--- src/rtl/astx_pkg.sv ---
package astx_pkg;

    localparam int SAMPLE_W  = 24;
    localparam int SUB_BITS  = 32;
    localparam int PAIR_BITS = 2 * SUB_BITS;

    typedef enum logic [1:0] {
        FMT_LEFT  = 2'd0,
        FMT_I2S   = 2'd1,
        FMT_RIGHT = 2'd2,
        FMT_TDM   = 2'd3
    } fmt_e;

    typedef enum logic [1:0] {
        WL_16 = 2'd0,
        WL_18 = 2'd1,
        WL_20 = 2'd2,
        WL_24 = 2'd3
    } wlen_e;

    typedef struct packed {
        fmt_e  fmt;
        wlen_e wl;
    } cfg_t;

    // number of sample bits for a length code
    function automatic logic [5:0] wlen_bits(wlen_e w);
        case (w)
            WL_16:   return 6'd16;
            WL_18:   return 6'd18;
            WL_20:   return 6'd20;
            default: return 6'd24;
        endcase
    endfunction

    // slot within a half-frame where the MSB lands
    function automatic logic [5:0] lead_offset(fmt_e f, wlen_e w);
        case (f)
            FMT_I2S:   return 6'd1;
            FMT_RIGHT: return 6'(SUB_BITS) - wlen_bits(w);
            default:   return 6'd0;
        endcase
    endfunction

    // frame clock level that marks the left half
    function automatic logic left_level(fmt_e f);
        return (f != FMT_I2S);
    endfunction

endpackage

--- src/rtl/astx_bclk_gen.sv ---
module astx_bclk_gen #(
    parameter int DIV = 2
) (
    input  logic clk,
    input  logic rst,
    input  logic en,
    output logic bclk,
    output logic fall_tick
);
    localparam int CW = (DIV > 1) ? $clog2(DIV) : 1;

    logic [CW-1:0] cnt;
    logic          wrap;

    assign wrap      = (cnt == CW'(DIV - 1));
    assign fall_tick = en & wrap & bclk;

    always_ff @(posedge clk) begin
        if (rst || !en) begin
            cnt  <= '0;
            bclk <= 1'b0;
        end else if (wrap) begin
            cnt  <= '0;
            bclk <= ~bclk;
        end else begin
            cnt  <= cnt + 1'b1;
        end
    end

    generate
        if (DIV > 1) begin : g_hold_chk
            // a bit-clock level lasts more than one system clock
            a_r2_bclk_min_half: assert property (@(posedge clk) disable iff (rst)
                en && $past(en) && !$stable(bclk) |=> $stable(bclk));
        end
    endgenerate

endmodule

--- src/rtl/astx_slave_in.sv ---
module astx_slave_in (
    input  logic clk,
    input  logic rst,
    input  logic en,
    input  logic bclk_ext,
    input  logic fclk_ext,
    output logic fall_tick,
    output logic fclk_lvl,
    output logic fclk_edge
);
    logic [1:0] bclk_sync;
    logic [1:0] fclk_sync;
    logic       bclk_dly;
    logic       fclk_dly;

    always_ff @(posedge clk) begin
        if (rst) begin
            bclk_sync <= '0;
            fclk_sync <= '0;
            bclk_dly  <= 1'b0;
            fclk_dly  <= 1'b0;
        end else begin
            bclk_sync <= {bclk_sync[0], bclk_ext};
            fclk_sync <= {fclk_sync[0], fclk_ext};
            bclk_dly  <= bclk_sync[1];
            fclk_dly  <= fclk_sync[1];
        end
    end

    assign fall_tick = en & bclk_dly & ~bclk_sync[1];
    assign fclk_lvl  = fclk_sync[1];
    assign fclk_edge = fclk_sync[1] ^ fclk_dly;

    // one external falling edge yields exactly one slot advance
    a_r11_single_tick: assert property (@(posedge clk) disable iff (rst)
        fall_tick |=> !fall_tick);

endmodule

--- src/rtl/astx_slot_ctrl.sv ---
module astx_slot_ctrl
    import astx_pkg::*;
#(
    parameter int SLOT_W       = 9,
    parameter int MASTER_PAIRS = 4
) (
    input  logic              clk,
    input  logic              rst,
    input  logic              master_en,
    input  logic              tick,
    input  logic              fclk_lvl,
    input  logic              fclk_edge,
    input  fmt_e              fmt_in,
    input  wlen_e             wlen_in,
    output logic [SLOT_W-1:0] slot,
    output logic [SLOT_W-1:0] slot_nxt,
    output logic              frame_start,
    output cfg_t              cfg,
    output cfg_t              cfg_nxt,
    output logic              fclk
);
    localparam logic [SLOT_W-1:0] SLOT_IDLE = '1;
    localparam logic [SLOT_W-1:0] HALF      = SLOT_W'(SUB_BITS);
    localparam logic [SLOT_W-1:0] LAST_STD  = SLOT_W'(PAIR_BITS - 1);
    localparam logic [SLOT_W-1:0] LAST_TDM  = SLOT_W'(PAIR_BITS * MASTER_PAIRS - 1);

    logic              wrap;
    logic [SLOT_W-1:0] last_slot;

    function automatic logic frame_level(fmt_e f, logic [SLOT_W-1:0] s);
        case (f)
            FMT_TDM: return (s == '0);
            FMT_I2S: return (s >= HALF);
            default: return (s < HALF);
        endcase
    endfunction

    assign last_slot = (cfg.fmt == FMT_TDM) ? LAST_TDM : LAST_STD;

    always_comb begin
        wrap     = 1'b0;
        slot_nxt = slot;
        if (master_en) begin
            if (slot >= last_slot) begin
                slot_nxt = '0;
                wrap     = 1'b1;
            end else begin
                slot_nxt = slot + 1'b1;
            end
        end else if (fclk_edge && (fmt_in != FMT_TDM || fclk_lvl)) begin
            if (fmt_in == FMT_TDM || fclk_lvl == left_level(fmt_in)) begin
                slot_nxt = '0;
                wrap     = 1'b1;
            end else begin
                slot_nxt = HALF;
            end
        end else if (slot != SLOT_IDLE) begin
            slot_nxt = slot + 1'b1;
        end
    end

    assign frame_start = tick & wrap;
    assign cfg_nxt     = frame_start ? '{fmt: fmt_in, wl: wlen_in} : cfg;

    always_ff @(posedge clk) begin
        if (rst) begin
            slot <= SLOT_IDLE;
            cfg  <= '{fmt: FMT_LEFT, wl: WL_16};
            fclk <= 1'b0;
        end else begin
            if (!master_en) begin
                fclk <= 1'b0;
            end else if (tick) begin
                fclk <= frame_level(cfg_nxt.fmt, slot_nxt);
            end
            if (tick) begin
                slot <= slot_nxt;
                cfg  <= cfg_nxt;
            end
        end
    end

    // selects captured only at a frame start
    a_r10_cfg_hold: assert property (@(posedge clk) disable iff (rst)
        !frame_start |=> $stable(cfg));

    // an external half-frame edge lands on slot 0 or slot 32
    a_r11_half_align: assert property (@(posedge clk) disable iff (rst)
        !master_en && tick && fclk_edge && fmt_in != FMT_TDM |=> (slot == '0 || slot == HALF));

endmodule

--- src/rtl/astx_bit_sel.sv ---
module astx_bit_sel
    import astx_pkg::*;
#(
    parameter int SLOT_W = 9
) (
    input  logic                clk,
    input  logic                rst,
    input  logic                tick,
    input  logic                frame_start,
    input  cfg_t                cfg_nxt,
    input  logic [SLOT_W-1:0]   slot_nxt,
    input  logic [SAMPLE_W-1:0] left_in,
    input  logic [SAMPLE_W-1:0] right_in,
    output logic                sdata
);
    logic [SAMPLE_W-1:0] lat_l;
    logic [SAMPLE_W-1:0] lat_r;
    logic [SAMPLE_W-1:0] eff_l;
    logic [SAMPLE_W-1:0] eff_r;
    logic [31:0]         word;
    logic [6:0]          pos;
    logic [6:0]          off;
    logic [6:0]          nbits;
    logic [6:0]          rel;
    logic [6:0]          bidx_full;
    logic [4:0]          bidx;
    logic                hit;
    logic                bit_nxt;

    assign eff_l = frame_start ? left_in  : lat_l;
    assign eff_r = frame_start ? right_in : lat_r;

    always_comb begin
        pos       = {2'b00, slot_nxt[4:0]};
        off       = {1'b0, lead_offset(cfg_nxt.fmt, cfg_nxt.wl)};
        nbits     = {1'b0, wlen_bits(cfg_nxt.wl)};
        rel       = pos - off;
        bidx_full = nbits - 7'd1 - rel;
        bidx      = bidx_full[4:0];
        word      = slot_nxt[5] ? {8'b0, eff_r} : {8'b0, eff_l};
        hit       = (slot_nxt < SLOT_W'(PAIR_BITS)) && (pos >= off) && (pos < off + nbits);
        bit_nxt   = hit & word[bidx];
    end

    always_ff @(posedge clk) begin
        if (rst) begin
            lat_l <= '0;
            lat_r <= '0;
            sdata <= 1'b0;
        end else if (tick) begin
            if (frame_start) begin
                lat_l <= left_in;
                lat_r <= right_in;
            end
            sdata <= bit_nxt;
        end
    end

    // captured samples hold between frame starts
    a_r10_sample_hold: assert property (@(posedge clk) disable iff (rst)
        !frame_start |=> $stable(lat_l) && $stable(lat_r));

endmodule

--- src/rtl/audio_serial_tx.sv ---
module audio_serial_tx
    import astx_pkg::*;
#(
    parameter int BCLK_DIV     = 2,
    parameter int MASTER_PAIRS = 4,
    parameter int MAX_PAIRS    = 8
) (
    input  logic                clk,
    input  logic                rst,
    input  logic                master_en,
    input  logic [1:0]          fmt_sel,
    input  logic [1:0]          wlen_sel,
    input  logic [SAMPLE_W-1:0] left_word,
    input  logic [SAMPLE_W-1:0] right_word,
    input  logic                bclk_in,
    input  logic                fclk_in,
    output logic                bclk_out,
    output logic                fclk_out,
    output logic                sdata_out
);
    localparam int PAIRS_TOP = (MAX_PAIRS > MASTER_PAIRS) ? MAX_PAIRS : MASTER_PAIRS;
    localparam int SLOT_W    = $clog2(PAIR_BITS * PAIRS_TOP);

    logic              m_tick;
    logic              s_tick;
    logic              tick;
    logic              fclk_lvl;
    logic              fclk_edge;
    logic [SLOT_W-1:0] slot;
    logic [SLOT_W-1:0] slot_nxt;
    logic              frame_start;
    cfg_t              cfg;
    cfg_t              cfg_nxt;

    astx_bclk_gen #(.DIV(BCLK_DIV)) u_bclk (
        .clk       (clk),
        .rst       (rst),
        .en        (master_en),
        .bclk      (bclk_out),
        .fall_tick (m_tick)
    );

    astx_slave_in u_slave (
        .clk       (clk),
        .rst       (rst),
        .en        (!master_en),
        .bclk_ext  (bclk_in),
        .fclk_ext  (fclk_in),
        .fall_tick (s_tick),
        .fclk_lvl  (fclk_lvl),
        .fclk_edge (fclk_edge)
    );

    assign tick = master_en ? m_tick : s_tick;

    astx_slot_ctrl #(.SLOT_W(SLOT_W), .MASTER_PAIRS(MASTER_PAIRS)) u_slot (
        .clk         (clk),
        .rst         (rst),
        .master_en   (master_en),
        .tick        (tick),
        .fclk_lvl    (fclk_lvl),
        .fclk_edge   (fclk_edge),
        .fmt_in      (fmt_e'(fmt_sel)),
        .wlen_in     (wlen_e'(wlen_sel)),
        .slot        (slot),
        .slot_nxt    (slot_nxt),
        .frame_start (frame_start),
        .cfg         (cfg),
        .cfg_nxt     (cfg_nxt),
        .fclk        (fclk_out)
    );

    astx_bit_sel #(.SLOT_W(SLOT_W)) u_bits (
        .clk         (clk),
        .rst         (rst),
        .tick        (tick),
        .frame_start (frame_start),
        .cfg_nxt     (cfg_nxt),
        .slot_nxt    (slot_nxt),
        .left_in     (left_word),
        .right_in    (right_word),
        .sdata       (sdata_out)
    );

    // master data moves only with a falling bit clock
    a_r3_data_on_fall: assert property (@(posedge clk) disable iff (rst)
        master_en && $past(master_en) && !$stable(sdata_out) |-> $fell(bclk_out));

    // master TDM frame pulse only in slot 0
    a_r8_tdm_pulse: assert property (@(posedge clk) disable iff (rst)
        master_en && fclk_out && cfg.fmt == FMT_TDM |-> slot == '0);

    // nothing beyond the block's own pair
    a_r9_tail_zero: assert property (@(posedge clk) disable iff (rst)
        slot >= SLOT_W'(PAIR_BITS) |-> !sdata_out);

    // clock outputs quiet in slave mode
    a_r11_slave_quiet: assert property (@(posedge clk) disable iff (rst)
        !master_en && !$past(master_en) |-> !bclk_out && !fclk_out);

endmodule

--- config.mk ---
export PLATFORM = sky130hd
export DESIGN_NAME = audio_serial_tx
export DESIGN_NICKNAME = d
export VERILOG_FILES = /design/src/rtl/astx_pkg.sv /design/src/rtl/astx_bclk_gen.sv /design/src/rtl/astx_slave_in.sv /design/src/rtl/astx_slot_ctrl.sv /design/src/rtl/astx_bit_sel.sv /design/src/rtl/audio_serial_tx.sv
export SDC_FILE = /design/constraint.sdc
export NUM_CORES = 1
export LEC_CHECK = 0
export BUFFER_PORTS_ARGS = -buffer_cell sky130_fd_sc_hd__buf_2
export CAP_MARGIN = 40
export CORE_MARGIN = 3
export CORE_UTILIZATION = 58
export CTS_BUF_LIST = sky130_fd_sc_hd__clkbuf_16
export DETAILED_ROUTE_END_ITERATION = 8
export GPL_TIMING_DRIVEN = 0
export HOLD_SLACK_MARGIN = 0.12
export MAX_ROUTING_LAYER = met4
export PLACE_DENSITY_LB_ADDON = 0.3
export SLEW_MARGIN = 40
export SYNTH_ARGS = -nofsm -noshare
export SYNTH_HDL_FRONTEND = slang
export SYNTH_HIERARCHICAL = 1
export SYNTH_SLANG_ARGS = --single-unit
--- constraint.sdc ---
create_clock -name clk -period 5.6 [get_ports clk]
set_input_delay 0.84 -clock clk [delete_from_list [all_inputs] [get_ports clk]]
set_output_delay 0.84 -clock clk [all_outputs]
set_load 0.05 [all_outputs]
==> flow_summary.json, run 1 <==
{
  "status": "completed",
  "tightestPinTransition_ns": 0.685,
  "cts_sinks": 71,
  "finClkSkew_ns": 0.00789,
  "path_class": "flip-flop to flip-flop",
  "fin_util": 0.717,
  "ys_dominant_reg_cell": "dfxtp_1",
  "crit_required_ns": 5.84,
  "setup_ws_ns": 0.237,
  "root_buffer": "clkbuf_16",
  "portBuffers": 59,
  "core_sq_um": 7370,
  "p_per_area_nw_per_um2": 242,
  "vias": 4144,
  "grt_usage": 0.281,
  "top_level_ports": 60,
  "reg2reg_slack_ns": 0.24,
  "place_inst": 672,
  "clk_latency_ns": 0.33,
  "path_clk_slew_ns": 0.06,
  "die_h_um": 93.8,
  "cts_buffers": 9,
  "die-width_um": 93.8,
  "yosysUniqueCellTypes": 63,
  "worstPathMaxFanout": 7,
  "synth_top_area_frac": 0.318,
  "finalPower_uw": 1280,
  "netlist_instances": 514,
  "dieArea_sq_um": 8810,
  "netlist_area_sq_um": 4480,
  "fin_crit_sh": 0.958,
  "relSlewSlack": 0.539,
  "yosys.area.top_type": "dfxtp_1",
  "crit_family": "adder cells",
  "clock.fmax_mhz": 186,
  "worstPathArrival_ns": 5.61,
  "synth.most_common_cell": "nand2_1",
  "cts_buffer_depth": 2,
  "slew_viol_final": 0,
  "slowest_delay_ns": 0.67,
  "avgRoutedWirePerCell_um": 16.4,
  "drtIter0Drc": 311,
  "synthTopCellsByArea": "dfxtp_1 (32%), nand2_1 (9.9%), mux4_2 (9.6%)",
  "place_ws_ns": -0.185,
  "htreeDepth": 3,
  "fp-row-count": 31,
  "avgViaCountPerCell": 5.98,
  "grt_max_degree": 17,
  "cpMaxStageDelayCell": "fa_2",
  "endpoint_kind": "flip-flop",
  "ant_nets": 0,
  "setup_viol": 0,
  "drive_gt1_frac": 0.212,
  "antenna_found_initial": 0,
  "synthTopCellsByCount": "nand2_1 (118), dfxtp_1 (71), a21oi_1 (60)",
  "critPathBufInv": 4,
  "diodes": 0,
  "place_hpwl_mm": 8.30,
  "synth-edff-count": 0,
  "grt_pass1_wl_mm": 19.0,
  "nets": 679,
  "instances_no_fill": 693,
  "synth-seq-cells": 71,
  "p_leak_uw": 0.00209,
  "crit_chain": "nand2_1 -> ha_1 -> a211oi_4 -> nand2_2 -> o211ai_1 -> buf_4 -> mux2i_4 -> inv_1 -> inv_1 -> ha_2 -> nand2_1 -> inv_1 -> fa_1 -> ha_1 -> fa_2 -> nor2_1 -> a22oi_2 -> a31oi_1 -> or4b_1 -> a221oi_2",
  "fin_crit_ns": 5.36,
  "cts_tree": "yes",
  "wirelength_mm": 11.4,
  "areaGrowthSynthToFinish_pct": 18.1,
  "hold_viol_final": 0,
  "startpoint_type": "flip-flop",
  "initial_core_util": 0.607,
  "async_reset_ff_frac": 0,
  "grt_pass1_vias": 4068,
  "place_congestion": 0.949,
  "crit_top_cell": "inv_1",
  "syn_nets": 604,
  "vdd.ir_drop.worst_mv": 0.179,
  "avgSynthCellArea_sq_um": 8.71,
  "seq_area_frac_synth": 0.318,
  "drtPass1Iterations": 5,
  "synth_warnings": 6,
  "maxCapViolCount": 0,
  "hold_slack_ns": 0.438,
  "min_path_type": "flip-flop to flip-flop",
  "drc": 0,
  "grt-ovfl-total": 0
}
[what timing repair did]
action / CTS / global route
setup endpoints to repair: 1 / 1
gates cloned: 0 / 0
pin swaps: 1 / 3
setup buffers: 2 / 4
resized for setup: 0 / 7
hold buffers: 0 / 0
[cells in the final DEF, fill, tap and decap left out, types with 3 or more instances in the layout]
master / count
a211o_1: 6
a21o_1: 3
a21oi_1: 60
a31o_2: 3
and3_1: 3
buf_2: 61
buf_4: 6
clkbuf_1: 18
clkbuf_16: 9
dfxtp_1: 71
fa_1: 3
ha_1: 28
inv_1: 31
mux2i_1: 23
mux4_2: 19
nand2_1: 118
nand2b_1: 4
nand3_1: 6
nand4_1: 3
nor2_1: 22
nor2b_1: 15
o211ai_1: 5
o21ai_0: 8
o21bai_1: 3
xnor2_1: 6
[layer usage]
| layer | track usage | share of wire | up-vias |
|---|---|---|---|
| met4 | 0.113 | 0.022 | 0 |
| met2 | 0.459 | 0.49 | 183 |
| li1 | - | - | 1944 |
| met1 | 0.356 | 0.42 | 1993 |
| met5 | - | 0 | - |
| met3 | 0.0345 | 0.067 | 24 |
[final cells by class]
type / count / area (sq um)
clock inverter: 7 / 80.1
buffer: 25 / 128
timing repair buffer: 65 / 340
inverter: 31 / 116
fill: 569 / 2080
tap: 99 / 124
sequential: 71 / 1420
clock buffer: 9 / 225
multi-input combinational: 386 / 2850
[path summary, 6_finish.rpt]
check	startpoint	to	depth (start not counted)
max	u_slot/cfg[3]$_SDFFE_PP0P_	u_bits/sdata$_SDFFE_PP0P_	20
min	u_slave/fclk_sync[0]$_SDFF_PP0_	u_slave/fclk_sync[1]$_SDFF_PP0_	1
max reg2reg	u_slot/cfg[3]$_SDFFE_PP0P_	u_bits/sdata$_SDFFE_PP0P_	20
min reg2reg	u_slave/fclk_sync[0]$_SDFF_PP0_	u_slave/fclk_sync[1]$_SDFF_PP0_	1
[state kept, by name, summed over array words and instances, names as in the netlist]
name	flops
u_slot/fclk	1
u_slot/slot	9
u_bits/sdata	1
u_bclk/bclk	1
u_bits/lat_l	24
u_bits/lat_r	24
u_slave/bclk_sync	2
u_bclk/cnt	1
u_slave/fclk_dly	1
u_slot/cfg	4
u_slave/bclk_dly	1
u_slave/fclk_sync	2
[logic make-up (layout without fill, tap and decap cells)]
kind of cell               after synthesis  in the layout  share of synthesized area
and+or+nand+nor                        193            193                      0.202
xor gates and xnor gates                 7              7                     0.0137
AOI/OAI and AO/OA                      106            106                      0.149
adders and majority gates               33             33                     0.0990
buffers and inverters                   57            137                     0.0554
DFF                                     71             71                      0.318
muxes                                   47             47                      0.164
[where the power goes]
group / switching, uW / internal [uW] / total [uW]
Clock: 232 / 349 / 582
Sequential: 3.01 / 509 / 512
Combinational: 107 / 79.4 / 187
Total: 343 / 937 / 1280
[per-stage QoR]
step	cell area (sq um)	TNS, ns
detailed placement	4900	-0.185
finish	5290	0
global route	5290	-0.0333
floorplan	4480	0
CTS	5220	0
global placement	4890	-0.0537
Power figures use the tool's default switching activity.
==> run 2, diff against run 1 <==
CORE_ASPECT_RATIO = 0.6   (was unset)
==> run 2 against run 1 <==
Maximum frequency is 1.0% higher. Final area shrank 0.78%. Flip-flop and latch count did not move. First-iteration DRC count up 12%. Core utilization is 0.73 points lower. Register-to-register slack better by 0.05 ns. Die area rose by 0.39%. Largest cell class unchanged.
==> flow_summary.json, run 2 (same netlist as run 1, synthesis figures left out) <==
{
  "top_regs": "u_bits/lat_l x24, u_bits/lat_r x24, u_slot/slot x9",
  "antenna_found_initial": 0,
  "r2r-start": "u_slot/cfg[2]$_SDFFE_PP0P_",
  "ant_nets": 0,
  "intPower_uw": 890,
  "areaGrowthSynthToFinish_pct": 17.2,
  "wirelength_mm": 11.6,
  "cts_tree": "yes",
  "wl_met2_mm": 5.20,
  "layout_common_cells": "nand2_1 (118), dfxtp_1 (71), buf_2 (61), a21oi_1 (60), inv_1 (31)",
  "crit_family": "adder cells",
  "wl_met3_mm": 1.04,
  "vdd.ir_drop.worst_mv": 0.220,
  "final_common_cell": "nand2_1",
  "drive_gt1_frac": 0.211,
  "diodes": 0,
  "htreeDepth": 3,
  "path_clk_slew_ns": 0.06,
  "path_class": "flip-flop to flip-flop",
  "drtPass1Iterations": 4,
  "worstPathArrival_ns": 5.56,
  "startpoint_type": "flip-flop",
  "finClkSkew_ns": 0.00644,
  "dieArea_sq_um": 8840,
  "setup_viol": 0,
  "grt-ovfl-total": 0,
  "clock.fmax_mhz": 188,
  "seqPwrFrac": 0.415,
  "relSlewSlack": 0.492,
  "avgViaCountPerCell": 5.79,
  "place_ws_ns": -0.327,
  "wl_met1_mm": 5.25,
  "slowest_delay_ns": 0.64,
  "critPathBufInv": 4,
  "p_per_area_nw_per_um2": 235,
  "vias": 4038,
  "dpl-instance-area_sq_um": 4910,
  "crit_top_cell": "inv_1",
  "clk_latency_ns": 0.33,
  "grt_pass1_wl_mm": 18.9,
  "root_buffer": "clkbuf_16",
  "grt_pass1_vias": 3846,
  "cpMaxStageDelayCell": "fa_2",
  "grt_max_degree": 17,
  "top_level_ports": 60,
  "worstPathMaxFanout": 8,
  "fin_crit_ns": 5.31,
  "p_sw_frac": 0.278,
  "maxCapViolCount": 0,
  "hold_viol_final": 0,
  "grt_usage": 0.282,
  "cts_buffers": 9,
  "status": "completed",
  "finalPower_uw": 1230,
  "place_congestion": 0.968,
  "worstSetupStartpoint": "u_slot/cfg[2]$_SDFFE_PP0P_",
  "place_hpwl_mm": 8.84,
  "final_area_sq_um": 5240,
  "drtIter0Drc": 347,
  "endpoint_kind": "flip-flop",
  "fin_crit_sh": 0.948,
  "crit_required_ns": 5.85,
  "p_clk_frac": 0.438,
  "slew_viol_final": 0,
  "cts_sinks": 71,
  "rsz0062_at_grt": "false",
  "nets": 678,
  "pwr-share-comb": 0.148,
  "fp-row-count": 24,
  "setup_ws_ns": 0.290,
  "avgRoutedWirePerCell_um": 16.6,
  "p_leak_uw": 0.00208,
  "die_h_um": 74.0,
  "dr.max_layer_used": "met4",
  "core_sq_um": 7390,
  "p_sw_uw": 343,
  "initial_core_util": 0.606,
  "cts_buffer_depth": 2,
  "worstHoldStart": "u_slave/fclk_sync[0]$_SDFF_PP0_",
  "die-width_um": 119,
  "tightestPinTransition_ns": 0.754,
  "drc": 0,
  "portBuffers": 59,
  "crit_chain": "nand2_1 -> ha_1 -> a211oi_4 -> nand2_2 -> o211ai_1 -> buf_4 -> mux2i_2 -> inv_1 -> inv_1 -> ha_2 -> nand2_1 -> inv_1 -> fa_1 -> ha_1 -> fa_2 -> nor2_1 -> a22oi_2 -> a31oi_1 -> or4b_1 -> a221oi_2",
  "min_path_type": "flip-flop to flip-flop"
}
run 2: routing by layer:
metal,vias to the layer above,GRT usage
li1,1939,-
met1,1934,0.391
met2,158,0.427
met3,7,0.0600
met4,0,0.0685
met5,-,-
run 2: final cells by class:
class,count,area (sq um)
buffer,25,128
sequential,71,1420
fill,580,2140
clock buffer,9,225
tap,104,130
timing repair buffer,64,333
multi-input combinational,386,2830
clock inverter,7,57.6
inverter,31,116
run 2: path summary, 6_finish.rpt:
check / slack [ns] / end / depth (start not counted)
worst max-delay path: 0.29 / u_bits/sdata$_SDFFE_PP0P_ / 20
worst min-delay path: 0.44 / u_slave/fclk_sync[1]$_SDFF_PP0_ / 1
worst max register to register: 0.29 / u_bits/sdata$_SDFFE_PP0P_ / 20
worst min register to register: 0.44 / u_slave/fclk_sync[1]$_SDFF_PP0_ / 1
run 2: power by group through the flow:
| stage | Combinational, uW | Clock [uW] | Sequential [uW] |
|---|---|---|---|
| 2_1_floorplan | 114 | 0 | 523 |
| 3_3_place_gp | 168 | 0 | 523 |
| 3_5_place_dp | 175 | 0 | 523 |
| 4_1_cts | 177 | 546 | 512 |
| 5_1_grt | 198 | 573 | 512 |
| 6_report | 182 | 540 | 512 |
run 2: repair_timing:
item	in CTS	in global routing
resized for setup	0	5
hold buffers	0	0
pin swaps	1	2
buffers inserted	2	3
setup endpoints to repair	1	1
run 2: stage by stage:
stage / hold slack (ns) / setup TNS, ns / util / instances
after floorplan: 0.414 / 0 / - / 514
after global placement: 0.418 / -0.161 / 0.663 / 677
after detailed placement: 0.422 / -0.327 / 0.664 / 677
after CTS: 0.437 / 0 / 0.705 / 695
after global routing: 0.465 / 0 / 0.710 / 697
final: 0.438 / 0 / 0.710 / 697
==> run 3, diff against run 2 <==
PLACE_DENSITY = 0.88   (was unset)
PLACE_DENSITY_LB_ADDON = unset   (was 0.3)
==> run 3 against run 2 <==
Setup slack got worse by 0.086 ns. Global-route usage rose by 0.95 points. Largest power group unchanged. Via count rose by 3.1%. Routed wire length rose by 4.6%. Critical path type unchanged. Largest cell class unchanged. Combinational power barely moved. Sequential share of layout area rose by 0.18 points. Critical endpoint unchanged.
==> flow_summary.json, run 3 (same netlist as run 1, synthesis figures left out) <==
{
  "areaGrowthSynthToFinish_pct": 16.4,
  "maxCapViolCount": 0,
  "top_regs": "u_bits/lat_l x24, u_bits/lat_r x24, u_slot/slot x9",
  "layout_common_cells": "nand2_1 (118), dfxtp_1 (71), buf_2 (61), a21oi_1 (60), inv_1 (32)",
  "dieArea_sq_um": 8840,
  "die-width_um": 119,
  "portBuffers": 59,
  "hold_viol_final": 0,
  "drive_gt1_frac": 0.203,
  "vias": 4165,
  "worstPathArrival_ns": 5.65,
  "grt_usage": 0.292,
  "hold_path_depth": 1,
  "htreeDepth": 3,
  "final_common_cell": "nand2_1",
  "avgViaCountPerCell": 6.00,
  "top_level_ports": 60,
  "fp-row-count": 24,
  "initial_core_util": 0.606,
  "r2r-start": "u_slot/cfg[3]$_SDFFE_PP0P_",
  "final_area_sq_um": 5210,
  "cts_buffer_depth": 2,
  "drtPass1Iterations": 6,
  "path_clk_slew_ns": 0.06,
  "cts_sinks": 71,
  "vdd.ir_drop.worst_mv": 0.163,
  "cts_tree": "yes",
  "grt-ovfl-total": 0,
  "clock.fmax_mhz": 185,
  "clk_latency_ns": 0.34,
  "reg2reg_slack_ns": 0.20,
  "die_h_um": 74.0,
  "wirelength_mm": 12.1,
  "nets": 675,
  "crit_required_ns": 5.85,
  "grt_pass1_wl_mm": 19.6,
  "setup_viol": 0,
  "finClkSkew_ns": 0.00746,
  "endpoint_kind": "flip-flop",
  "path_class": "flip-flop to flip-flop",
  "fin_crit_ns": 5.40,
  "worst_r2r_path_depth": 19,
  "dpl-instance-area_sq_um": 4910,
  "diodes": 0,
  "rsz0062_at_grt": "false",
  "relSlewSlack": 0.477,
  "tightestPinTransition_ns": 0.780,
  "startpoint_type": "flip-flop",
  "hold_slack_ns": 0.438,
  "antenna_found_initial": 0,
  "slew_viol_final": 0,
  "drtIter0Drc": 500,
  "place_congestion": 0.907,
  "grt_pass1_vias": 3990,
  "worstPathMaxFanout": 8,
  "critical_path.reg2reg.endpoint": "u_bits/sdata$_SDFFE_PP0P_",
  "fillers": 559,
  "cts_buffers": 9,
  "core_sq_um": 7390,
  "grt_max_degree": 17,
  "avgRoutedWirePerCell_um": 17.4,
  "status": "completed",
  "drc": 0,
  "whs_endpoint": "u_slave/fclk_sync[1]$_SDFF_PP0_",
  "p_per_area_nw_per_um2": 235,
  "root_buffer": "clkbuf_16",
  "p_leak_uw": 0.00207,
  "ant_nets": 0,
  "fin_crit_sh": 0.964,
  "min_path_type": "flip-flop to flip-flop",
  "worstHoldStart": "u_slave/fclk_sync[0]$_SDFF_PP0_",
  "place_hpwl_mm": 8.94
}
run 3: changes by cell type in the layout (fill, tap and decap cells not counted), sizes merged:
cell,change
buf,-3
run 3: worst max-delay path, stage by stage (launching register included):
cell	delay, ns
dfxtp_1	0.37
nand2_1	0.13
ha_1	0.36
a211oi_4	0.31
nand2_2	0.19
o211ai_1	0.20
buf_4	0.17
mux2i_1	0.30
inv_1	0.11
inv_1	0.09
ha_2	0.28
nand3b_1	0.24
fa_1	0.54
inv_1	0.08
fa_2	0.67
nor2_1	0.12
a22oi_2	0.17
a31oi_1	0.10
or4b_1	0.55
a221oi_2	0.29
run 3: what timing repair did:
action | CTS | global route
hold endpoints to repair | 0 | 0
hold buffers | 0 | 0
pin swaps | 1 | 0
endpoints found under the setup margin | 1 | 1
buffers inserted | 2 | 0
gates resized for setup | 0 | 4
run 3: per-stage QoR:
| stage | power (uW) | util | worst slack [ns] | TNS, ns | instances |
|---|---|---|---|---|---|
| 2_1_floorplan | 637 | - | 0.592 | 0 | 514 |
| 3_3_place_gp | 691 | 0.663 | -0.0719 | -0.0719 | 677 |
| 3_5_place_dp | 698 | 0.664 | -0.177 | -0.177 | 677 |
| 4_1_cts | 1230 | 0.704 | 0.0806 | 0 | 695 |
| 5_1_grt | 1270 | 0.705 | 0.0197 | 0 | 694 |
| 6_report | 1220 | 0.705 | 0.204 | 0 | 694 |
run 3: worst max path at each step:
stage | from | end | cells past startpoint
finish | u_slot/cfg[3]$_SDFFE_PP0P_ | u_bits/sdata$_SDFFE_PP0P_ | 19
floorplan | u_slot/cfg[2]$_SDFFE_PP0P_ | u_bits/sdata$_SDFFE_PP0P_ | 18
global placement | master_en | u_bits/sdata$_SDFFE_PP0P_ | 18
CTS | u_slot/cfg[3]$_SDFFE_PP0P_ | u_bits/sdata$_SDFFE_PP0P_ | 19
detailed placement | master_en | u_bits/sdata$_SDFFE_PP0P_ | 18
global route | u_slot/cfg[3]$_SDFFE_PP0P_ | u_bits/sdata$_SDFFE_PP0P_ | 20
run 3: layout make-up:
type | instances | area [sq um] | area share
clock buffer | 9 | 225 | 0.0432
tap | 104 | 130 | 0.0250
timing repair buffer | 61 | 310 | 0.0596
clock inverter | 7 | 50.0 | 0.00961
buffer | 25 | 128 | 0.0245
inverter | 31 | 116 | 0.0223
sequential | 71 | 1420 | 0.273
multi-input combinational | 386 | 2830 | 0.543
run 3: routing by layer:
layer | GRT usage | share of wire | vias up
li1 | - | - | 1934
met1 | 0.391 | 0.44 | 2003
met2 | 0.444 | 0.46 | 218
met3 | 0.0722 | 0.096 | 10
met4 | 0.0850 | 0.0069 | 0
met5 | - | 0 | -
run 3: where the power goes:
| part | switching (uW) | total (uW) | internal, uW |
|---|---|---|---|
| Sequential | 3.24 | 512 | 509 |
| Clock | 229 | 529 | 300 |
| Combinational | 107 | 183 | 75.9 |
| Total | 340 | 1220 | 885 |
